## src/rtl/cir_pkg.sv

```systemverilog
package cir_pkg;
  typedef enum logic [1:0] {
    ST_IDLE = 2'd0,
    ST_RESP = 2'd1,
    ST_PASS = 2'd2
  } ack_state_e;
endpackage

```

## src/rtl/cir_sync.sv

```systemverilog
module cir_sync #(
  parameter int W       = 7,
  parameter int STAGES  = 2,
  parameter logic [W-1:0] RST_VAL = '1
) (
  input  logic         clk,
  input  logic         rst_n,
  input  logic [W-1:0] d,
  output logic [W-1:0] q
);
  logic [W-1:0] stg_q [STAGES];

  generate
    for (genvar i = 0; i < STAGES; i++) begin : g_stage
      if (i == 0) begin : g_first
        always_ff @(posedge clk or negedge rst_n) begin
          if (!rst_n) stg_q[0] <= RST_VAL;
          else        stg_q[0] <= d;
        end
      end else begin : g_next
        always_ff @(posedge clk or negedge rst_n) begin
          if (!rst_n) stg_q[i] <= RST_VAL;
          else        stg_q[i] <= stg_q[i-1];
        end
      end
    end
  endgenerate

  assign q = stg_q[STAGES-1];
endmodule

```

## src/rtl/cir_request.sv

```systemverilog
module cir_request (
  input  logic clk,
  input  logic rst_n,
  input  logic raise,
  input  logic retire,
  output logic pending
);
  logic pend_q, pend_d, pend_en;

  always_comb begin
    pend_en = raise | retire;
    pend_d  = raise ? 1'b1 : 1'b0;
  end

  always_ff @(posedge clk or negedge rst_n) begin
    if (!rst_n)       pend_q <= 1'b0;
    else if (pend_en) pend_q <= pend_d;
  end

  assign pending = pend_q;


  retire_clears_chk: assert property (@(posedge clk) disable iff (!rst_n)
    (retire && !raise) |=> !pend_q);

  raise_sets_chk: assert property (@(posedge clk) disable iff (!rst_n)
    raise |=> pend_q);
endmodule

```

## src/rtl/cir_ack_fsm.sv

```systemverilog
module cir_ack_fsm
  import cir_pkg::*;
#(
  parameter int LVL_W = 3,
  parameter int ID_W  = 8,
  parameter logic [LVL_W-1:0] LEVEL = 3'd5
) (
  input  logic             clk,
  input  logic             rst_n,
  input  logic             iack_act,
  input  logic             as_act,
  input  logic             ds_act,
  input  logic             chain_act,
  input  logic [LVL_W-1:0] lvl,
  input  logic             pending,
  input  logic [ID_W-1:0]  id_in,
  output logic             resp_drive,
  output logic             chain_fwd,
  output logic [ID_W-1:0]  id_q,
  output logic             retire
);
  ack_state_e       st_q, st_d;
  logic [ID_W-1:0]  id_d;
  logic             id_en;
  logic             start;

  always_comb begin
    st_d  = st_q;
    start = as_act && iack_act && chain_act;
    id_en = 1'b0;
    id_d  = id_in;
    case (st_q)
      ST_IDLE: begin
        if (start) begin
          if (pending && (lvl == LEVEL)) begin
            st_d  = ST_RESP;
            id_en = 1'b1;
          end else begin
            st_d = ST_PASS;
          end
        end
      end
      ST_RESP, ST_PASS: begin
        if (!as_act) st_d = ST_IDLE;
      end
      default: st_d = ST_IDLE;
    endcase
  end

  always_ff @(posedge clk or negedge rst_n) begin
    if (!rst_n) st_q <= ST_IDLE;
    else        st_q <= st_d;
  end

  always_ff @(posedge clk or negedge rst_n) begin
    if (!rst_n)     id_q <= '0;
    else if (id_en) id_q <= id_d;
  end

  assign retire     = (st_q == ST_RESP) && !as_act;
  assign resp_drive = (st_q == ST_RESP) && as_act && ds_act;
  assign chain_fwd  = (st_q == ST_PASS) && chain_act;


  decision_held_chk: assert property (@(posedge clk) disable iff (!rst_n)
    ((st_q != ST_IDLE) && as_act) |=> $stable(st_q));

  idle_without_strobe_chk: assert property (@(posedge clk) disable iff (!rst_n)
    ((st_q == ST_IDLE) && !as_act) |=> (st_q == ST_IDLE));

  id_stable_chk: assert property (@(posedge clk) disable iff (!rst_n)
    (st_q == ST_RESP) |=> $stable(id_q));
endmodule

```

## src/rtl/chain_irq_responder.sv

```systemverilog
module chain_irq_responder #(
  parameter int LVL_W       = 3,
  parameter int ID_W        = 8,
  parameter int AM_W        = 6,
  parameter int SYNC_STAGES = 2,
  parameter logic [LVL_W-1:0] LEVEL = 3'd5
) (
  input  logic             clk,
  input  logic             rst_n,
  input  logic             raise_req,
  input  logic [ID_W-1:0]  status_id,
  output logic             irq_n,
  input  logic             iack_n,
  input  logic             as_n,
  input  logic             ds0_n,
  input  logic [LVL_W-1:0] lvl_code,
  input  logic [AM_W-1:0]  am,
  input  logic             iackin_n,
  output logic             iackout_n,
  output logic [ID_W-1:0]  data_out,
  output logic             data_oe,
  output logic             dtack_n
);
  localparam int BUS_W = LVL_W + 4;

  logic [BUS_W-1:0] bus_raw, bus_s;
  logic             iack_s, as_s, ds0_s, iackin_s;
  logic [LVL_W-1:0] lvl_s;
  logic             pending, retire, resp_drive, chain_fwd;
  logic [ID_W-1:0]  id_q;
  logic             am_unused;

  assign am_unused = ^am;
  assign bus_raw   = {iack_n, as_n, ds0_n, iackin_n, lvl_code};

  cir_sync #(.W(BUS_W), .STAGES(SYNC_STAGES), .RST_VAL({BUS_W{1'b1}})) u_sync (
    .clk(clk), .rst_n(rst_n), .d(bus_raw), .q(bus_s)
  );

  assign {iack_s, as_s, ds0_s, iackin_s, lvl_s} = bus_s;

  cir_request u_req (
    .clk(clk), .rst_n(rst_n), .raise(raise_req), .retire(retire), .pending(pending)
  );

  cir_ack_fsm #(.LVL_W(LVL_W), .ID_W(ID_W), .LEVEL(LEVEL)) u_fsm (
    .clk(clk), .rst_n(rst_n),
    .iack_act(!iack_s), .as_act(!as_s), .ds_act(!ds0_s), .chain_act(!iackin_s),
    .lvl(lvl_s), .pending(pending), .id_in(status_id),
    .resp_drive(resp_drive), .chain_fwd(chain_fwd), .id_q(id_q), .retire(retire)
  );

  assign irq_n     = !pending;
  assign dtack_n   = !resp_drive;
  assign data_oe   = resp_drive;
  assign data_out  = resp_drive ? id_q : '0;
  assign iackout_n = !chain_fwd;


  chain_high_chk: assert property (@(posedge clk) disable iff (!rst_n)
    iackin_s |-> iackout_n);

  answer_or_pass_chk: assert property (@(posedge clk) disable iff (!rst_n)
    !(!dtack_n && !iackout_n));

  answer_needs_request_chk: assert property (@(posedge clk) disable iff (!rst_n)
    !dtack_n |-> !irq_n);

  answer_needs_iack_chk: assert property (@(posedge clk) disable iff (!rst_n)
    data_oe |-> !iack_s);
endmodule

```

## config.mk

```make
export PLATFORM = sky130hd
export DESIGN_NAME = chain_irq_responder
export DESIGN_NICKNAME = d
export VERILOG_FILES = /design/src/rtl/cir_pkg.sv /design/src/rtl/cir_sync.sv /design/src/rtl/cir_request.sv /design/src/rtl/cir_ack_fsm.sv /design/src/rtl/chain_irq_responder.sv
export SDC_FILE = /design/constraint.sdc
export NUM_CORES = 1
export LEC_CHECK = 0
export BUFFER_PORTS_ARGS = -buffer_cell sky130_fd_sc_hd__buf_2
export CORE_ASPECT_RATIO = 0.7
export CORE_UTILIZATION = 40
export DETAILED_ROUTE_END_ITERATION = 7
export PLACE_DENSITY = 0.74
export REMOVE_ABC_BUFFERS = 1
export SYNTH_ARGS = -nofsm -noshare
export SYNTH_HDL_FRONTEND = slang
export SYNTH_SLANG_ARGS = --single-unit
```

## constraint.sdc

```tcl
create_clock -name clk -period 1.4 [get_ports clk]
set_clock_uncertainty 0.2 [all_clocks]
set_input_delay 0 -clock clk [delete_from_list [all_inputs] [get_ports clk]]
set_output_delay 0 -clock clk [all_outputs]
set_load 0.02 [all_outputs]
```

* Word-level counts from Yosys, hierarchy flattened
Index checks and enable logic that the tools add are counted.
** Word-level totals
- Bits in registers :: 25
- Input bits :: 24
- Output and inout port bits :: 12
** Cells by class
- Eq/ne operators :: 5
- Multiplexer cells :: 9
- Bitwise logic cells :: 1
- Reduce and logical (&&, ||, !) cells :: 17
** Operators by type and width (count)
- $mux W8 :: 1
- $logic_and A1 B1 Y1 :: 7
- $logic_not A1 Y1 :: 7
- $mux W2 :: 3
- $mux W1 :: 4
- $pmux W2 S2 :: 1
- $eq A3 B3 Y1 const B :: 1
- $eq A2 B1 Y1 const B :: 1
- $eq A2 B2 Y1 const B :: 1
- $logic_not A2 Y1 :: 1
- $ne A2 B1 Y1 const B :: 1
- $ne A2 B2 Y1 const B :: 1
- $reduce_and A2 Y1 :: 1
- $reduce_or A2 Y1 :: 1
- $or A1 B1 Y1 :: 1

* Depth between registers and ports, before layout
- Depth in word-level cells :: 5
- Gate-level depth with buffers :: 5
- Depth with buffers taken out :: 5

* Hierarchy
Synthesis repeated with hierarchy kept, for this count alone.
** Second synthesis, totals
- Cell total of the unflattened synthesis :: 77
- Area total of the unflattened synthesis :: 1059.8 um^2
** Modules (own cells, without submodules)
- cir_ack_fsm :: times used 1, cells each 38, area each 526.8 um^2, sequential area each 250.2 um^2
- cir_sync :: times used 1, cells each 21, area each 420.4 um^2, sequential area each 367.9 um^2
- chain_irq_responder :: times used 1, cells each 15, area each 76.3 um^2, sequential area each 0.0 um^2
- cir_request :: times used 1, cells each 3, area each 36.3 um^2, sequential area each 25.0 um^2

* Worst setup path before layout
OpenSTA, ideal clock, no wires.
- Path type :: reg2out
- From :: register u_fsm.st_q[1]
- To :: output data_out[0]
- Data arrival time :: 1.405 ns
- Data required time :: 1.200 ns
- Slack :: -0.205 ns
- Cell stages (with the launch flop) :: 5
- Buffers on the path :: 0
- Cell sequence :: dfrtp_1 inv_1 ha_1 nor3b_2 and2_1
** On the way
- Longest elaborated chain between the ends :: 4
** Ends and longest elaborated chain
- from (decl) :: RTL line cir_ack_fsm.sv:22 : ack_state_e st_q, st_d;
- from (signal assigned) :: RTL line cir_ack_fsm.sv:52 : else st_q <= st_d;
- $eq A2 B1 Y1 :: RTL line cir_ack_fsm.sv:61 : assign resp_drive = (st_q == ST_RESP) && as_act && ds_act;
- $logic_and A1 B1 Y1 (2 in a row) :: RTL line cir_ack_fsm.sv:61
- named net data_oe :: RTL line chain_irq_responder.sv:21 : output logic data_oe,
- $mux W8 :: RTL line chain_irq_responder.sv:56 : assign data_out = resp_drive ? id_q : '0;
- to (decl) :: RTL line chain_irq_responder.sv:20 : output logic [ID_W-1:0] data_out,
The timed path passes the listed nets, and every way through them passes these cells.

* Worst setup path after layout
- From :: register u_fsm.st_q[1]
- To :: output data_out[3]
** On the way
- Longest elaborated chain between the ends :: 4
** Ends and longest elaborated chain (RTL line)
- $eq A2 B1 Y1 :: cir_ack_fsm.sv:61
- $logic_and A1 B1 Y1 (2 in a row) :: cir_ack_fsm.sv:61
- $mux W8 :: chain_irq_responder.sv:56
Every way passes these cells.

==> flow_metrics.py <==
metrics = {
    "critical_path": {
        "crit_required_ns": 1.20,
        "critPathTopFamily": "flip-flops",
        "path_cells": "inv_2 > ha_4 > nor3b_4 > buf_6 > and2_4 > buf_6",
        "reg2regPathDepth": 6,
        "cp.depth": 6,
        "crit_fanout": 5,
        "path_common_cell": "buf_6",
        "end_kind": "output pin",
        "setup.worst_path.class": "reg -> out",
        "reg2reg_from": "u_fsm.st_q[0]$_DFFE_PN0P_",
        "cp_slowest_cell": "dfrtp_1",
        "rr_endpoint": "u_fsm.st_q[0]$_DFFE_PN0P_",
        "cp_num_buf_inv": 3,
        "crit_start": "u_fsm.st_q[1]$_DFFE_PN0P_",
        "crit_path_start_kind": "flop",
        "arrival_ns": 1.61,
        "r2r_setup_slack_ns": -0.19,
        "endpoint": "data_out[3]",
        "worst_path_largest_cell_delay_ns": 0.42,
    },
    "detailed_routing": {
        "drtIter0Drc": 1,
        "vias": 685,
        "routed_wl_um": 1920,
        "routedWlPerCell_um": 12.4,
        "route.detailed.drc": 0,
        "vias_per_cell": 4.42,
        "ant_nets": 0,
        "dr.pass1.iters": 2,
    },
    "die": {
        "num_io_pins": 36,
        "die_w_um": 60.4,
        "core_area_um2": 2210,
        "rows": 14,
        "dieArea_um2": 2590,
        "start_util_pct": 43.2,
        "dieHeight_um": 42.8,
    },
    "timing": {
        "tightest_slew_ns": 0.517,
        "setup_viol": 21,
        "hold_viol_final": 0,
        "slew_viol_final": 0,
        "hold-worst-slack_ns": 0.116,
        "max_slew_margin_pct": 65.6,
        "fmax_mhz": 551,
        "setup_slack_ns": -0.415,
        "min_period_ns": 1.81,
        "fin_crit_sh_pct": 130,
        "grt_setup_unrepaired": "true",
    },
    "placed_design": {
        "hpwl_um": 1030,
        "io_buffers": 29,
        "dp_slack_ns": -0.139,
        "gp_congestion": 0.798,
    },
    "power": {
        "ir_drop_uv": 740,
        "powerDensity_nw_per_um2": 1070,
        "cellLeakagePower_uw": 0.000712,
    },
    "yosys": {
        "synth.top_cell.area_share_pct": 38.6,
        "async_reset_ff_share_pct": 100,
        "synth.distinct_cells": 18,
        "synthTopCellsByCount": "dfstp_2 (14), dfrtp_1 (11), and2_1 (8), mux2_2 (8), inv_1 (6)",
        "ys_seq_elements": 25,
        "synth_area_per_cell_um2": 15.4,
        "synth_most_common_cell": "dfstp_2",
        "synth_seq_area_share_pct": 67.5,
        "synth_edf_count": 0,
        "synth_area_leaders": "dfstp_2 (39%), dfrtp_1 (29%), mux2_2 (9.4%), and2_1 (5.2%), ha_1 (3.9%)",
        "synthFlopType": "dfstp_2",
        "yosysWarnings": 0,
        "synthCells": 62,
        "synth_largest_area_cell": "dfstp_2",
        "netlist_area_um2": 953,
    },
    "status": {
        "violations": "negative setup slack",
        "status": "finished with violations",
    },
    "clocking": {
        "tritoncts": "built",
        "cts_max_level": 1,
        "clk_latency_ns": 0.31,
        "cts_buffers": 3,
        "clkTransAtPathRegs_ns": 0.13,
        "root_buffer": "clkbuf_4",
        "clkSinkCount": 25,
        "clock_path_buffers": 2,
    },
    "grt": {
        "grt_max_degree": 26,
        "gr-total-overflow": 0,
        "grt_first_pass_wirelength_um": 2500,
        "antenna_found_initial": 0,
        "gr-usage-all-layers_pct": 14.0,
        "grt_pass1_vias": 624,
    },
    "layout": {
        "fillers": 153,
        "final_nets": 151,
        "diodes": 0,
        "drive_gt1_share_pct": 69.1,
        "area_growth_pct": 64.8,
        "layout.area.seq_um2": 643,
        "multiInputGateArea_um2": 360,
    },
    "worst_hold_path": {
        "min_path_type": "in -> reg",
    },
    "flow_run": {
        "drv_cap": 0,
    },
}
==> kinds of logic (layout without fill, tap and decap cells) <==
| group | count (synthesis) | count (layout) | share of synthesized area, % |
|---|---|---|---|
| flip-flops | 25 | 25 | 67.5 |
| multiplexers | 8 | 8 | 9.45 |
| adder cells (fa/ha/maj) | 3 | 3 | 3.94 |
| AO/OA/AOI/OAI | 4 | 4 | 3.28 |
| AND/OR/NAND/NOR | 16 | 16 | 13.5 |
| buffers and inverters | 6 | 67 | 2.36 |
==> flip-flops by register name (all words and copies together), names as in the netlist <==
signal	flops
u_fsm.id_q	8
u_fsm.st_q	2
u_req.pending	1
u_sync.q	7
u_sync.stg_q	7
==> stage by stage <==
step	util, %	cells	setup TNS [ns]	cell area, µm²	total power [µW]
after global placement	54.0	130	-0.917	1190	1180
final	71.2	155	-5.52	1570	1680
after detailed placement	54.0	130	-1.16	1190	1200
after floorplan	-	62	-2.54	953	1080
after CTS	65.5	153	-5.49	1450	1570
after global routing	71.2	155	-7.06	1570	1780
==> power breakdown <==
| part | total (µW) | switching (µW) | internal [µW] |
|---|---|---|---|
| clock | 311 | 200 | 111 |
| combinational | 466 | 196 | 270 |
| sequential | 906 | 60.6 | 846 |
| total | 1680 | 456 | 1230 |
==> worst register-to-register path, stage by stage, from the launching register on <==
cell and delay, ns:
dfrtp_1 0.43, buf_4 0.14, inv_2 0.04, ha_4 0.25, inv_2 0.04, and3_2 0.17
a22o_1 0.22
==> worst min path at each step <==
stage | startpoint | to | slack (ns) | cells past startpoint
after floorplan | rst_n | u_fsm.id_q[0]$_DFFE_PN0P_ | -0.50 | 0
after global placement | rst_n | u_req.pending$_DFFE_PN0P_ | -0.21 | 1
after detailed placement | rst_n | u_req.pending$_DFFE_PN0P_ | -0.19 | 1
after CTS | lvl_code[1] | u_sync.stg_q[8]$_DFF_PN1_ | 0.10 | 2
after global routing | ds0_n | u_sync.stg_q[11]$_DFF_PN1_ | 0.09 | 2
final | lvl_code[1] | u_sync.stg_q[8]$_DFF_PN1_ | 0.12 | 2
==> final cells by class <==
type / count / share of cell area [%]
Tap cell: 32 / 2.55
Clock buffer: 3 / 1.43
Clock inverter: 1 / 0.398
Timing Repair Buffer: 57 / 30.3
Inverter: 6 / 1.43
Sequential cell: 25 / 40.9
Multi-Input combinational cell: 31 / 22.9
==> cells in the final DEF (no fill, tap or decap), types with 2 or more instances in the layout <==
cell | Yosys | routed
clkbuf_4 | 0 | 3
dlygate4sd3_1 | 0 | 18
inv_2 | 0 | 3
mux2_2 | 8 | 8
buf_4 | 0 | 8
buf_6 | 0 | 13
dfrtp_1 | 11 | 11
and2_4 | 0 | 8
dfstp_2 | 14 | 14
ha_4 | 0 | 2
buf_2 | 0 | 18
inv_1 | 6 | 3
==> routing by layer <==
metal / up-vias / GRT usage, % / share of wire, %
met5: - / 0 / 0
met4: 0 / 2.79 / 0
met3: 0 / 6.40 / 4.7
met2: 26 / 25.9 / 57
met1: 328 / 14.1 / 38
li1: 331 / - / -
==> what timing repair did <==
action,in CTS,in global routing
hold buffers,18,0
hold endpoints to repair,41,0
setup buffers,1,1
gates resized for setup,14,32
pin swaps,0,6
endpoints found under the setup margin,21,21
cloned,0,1
Power figures use the tool's default switching activity.
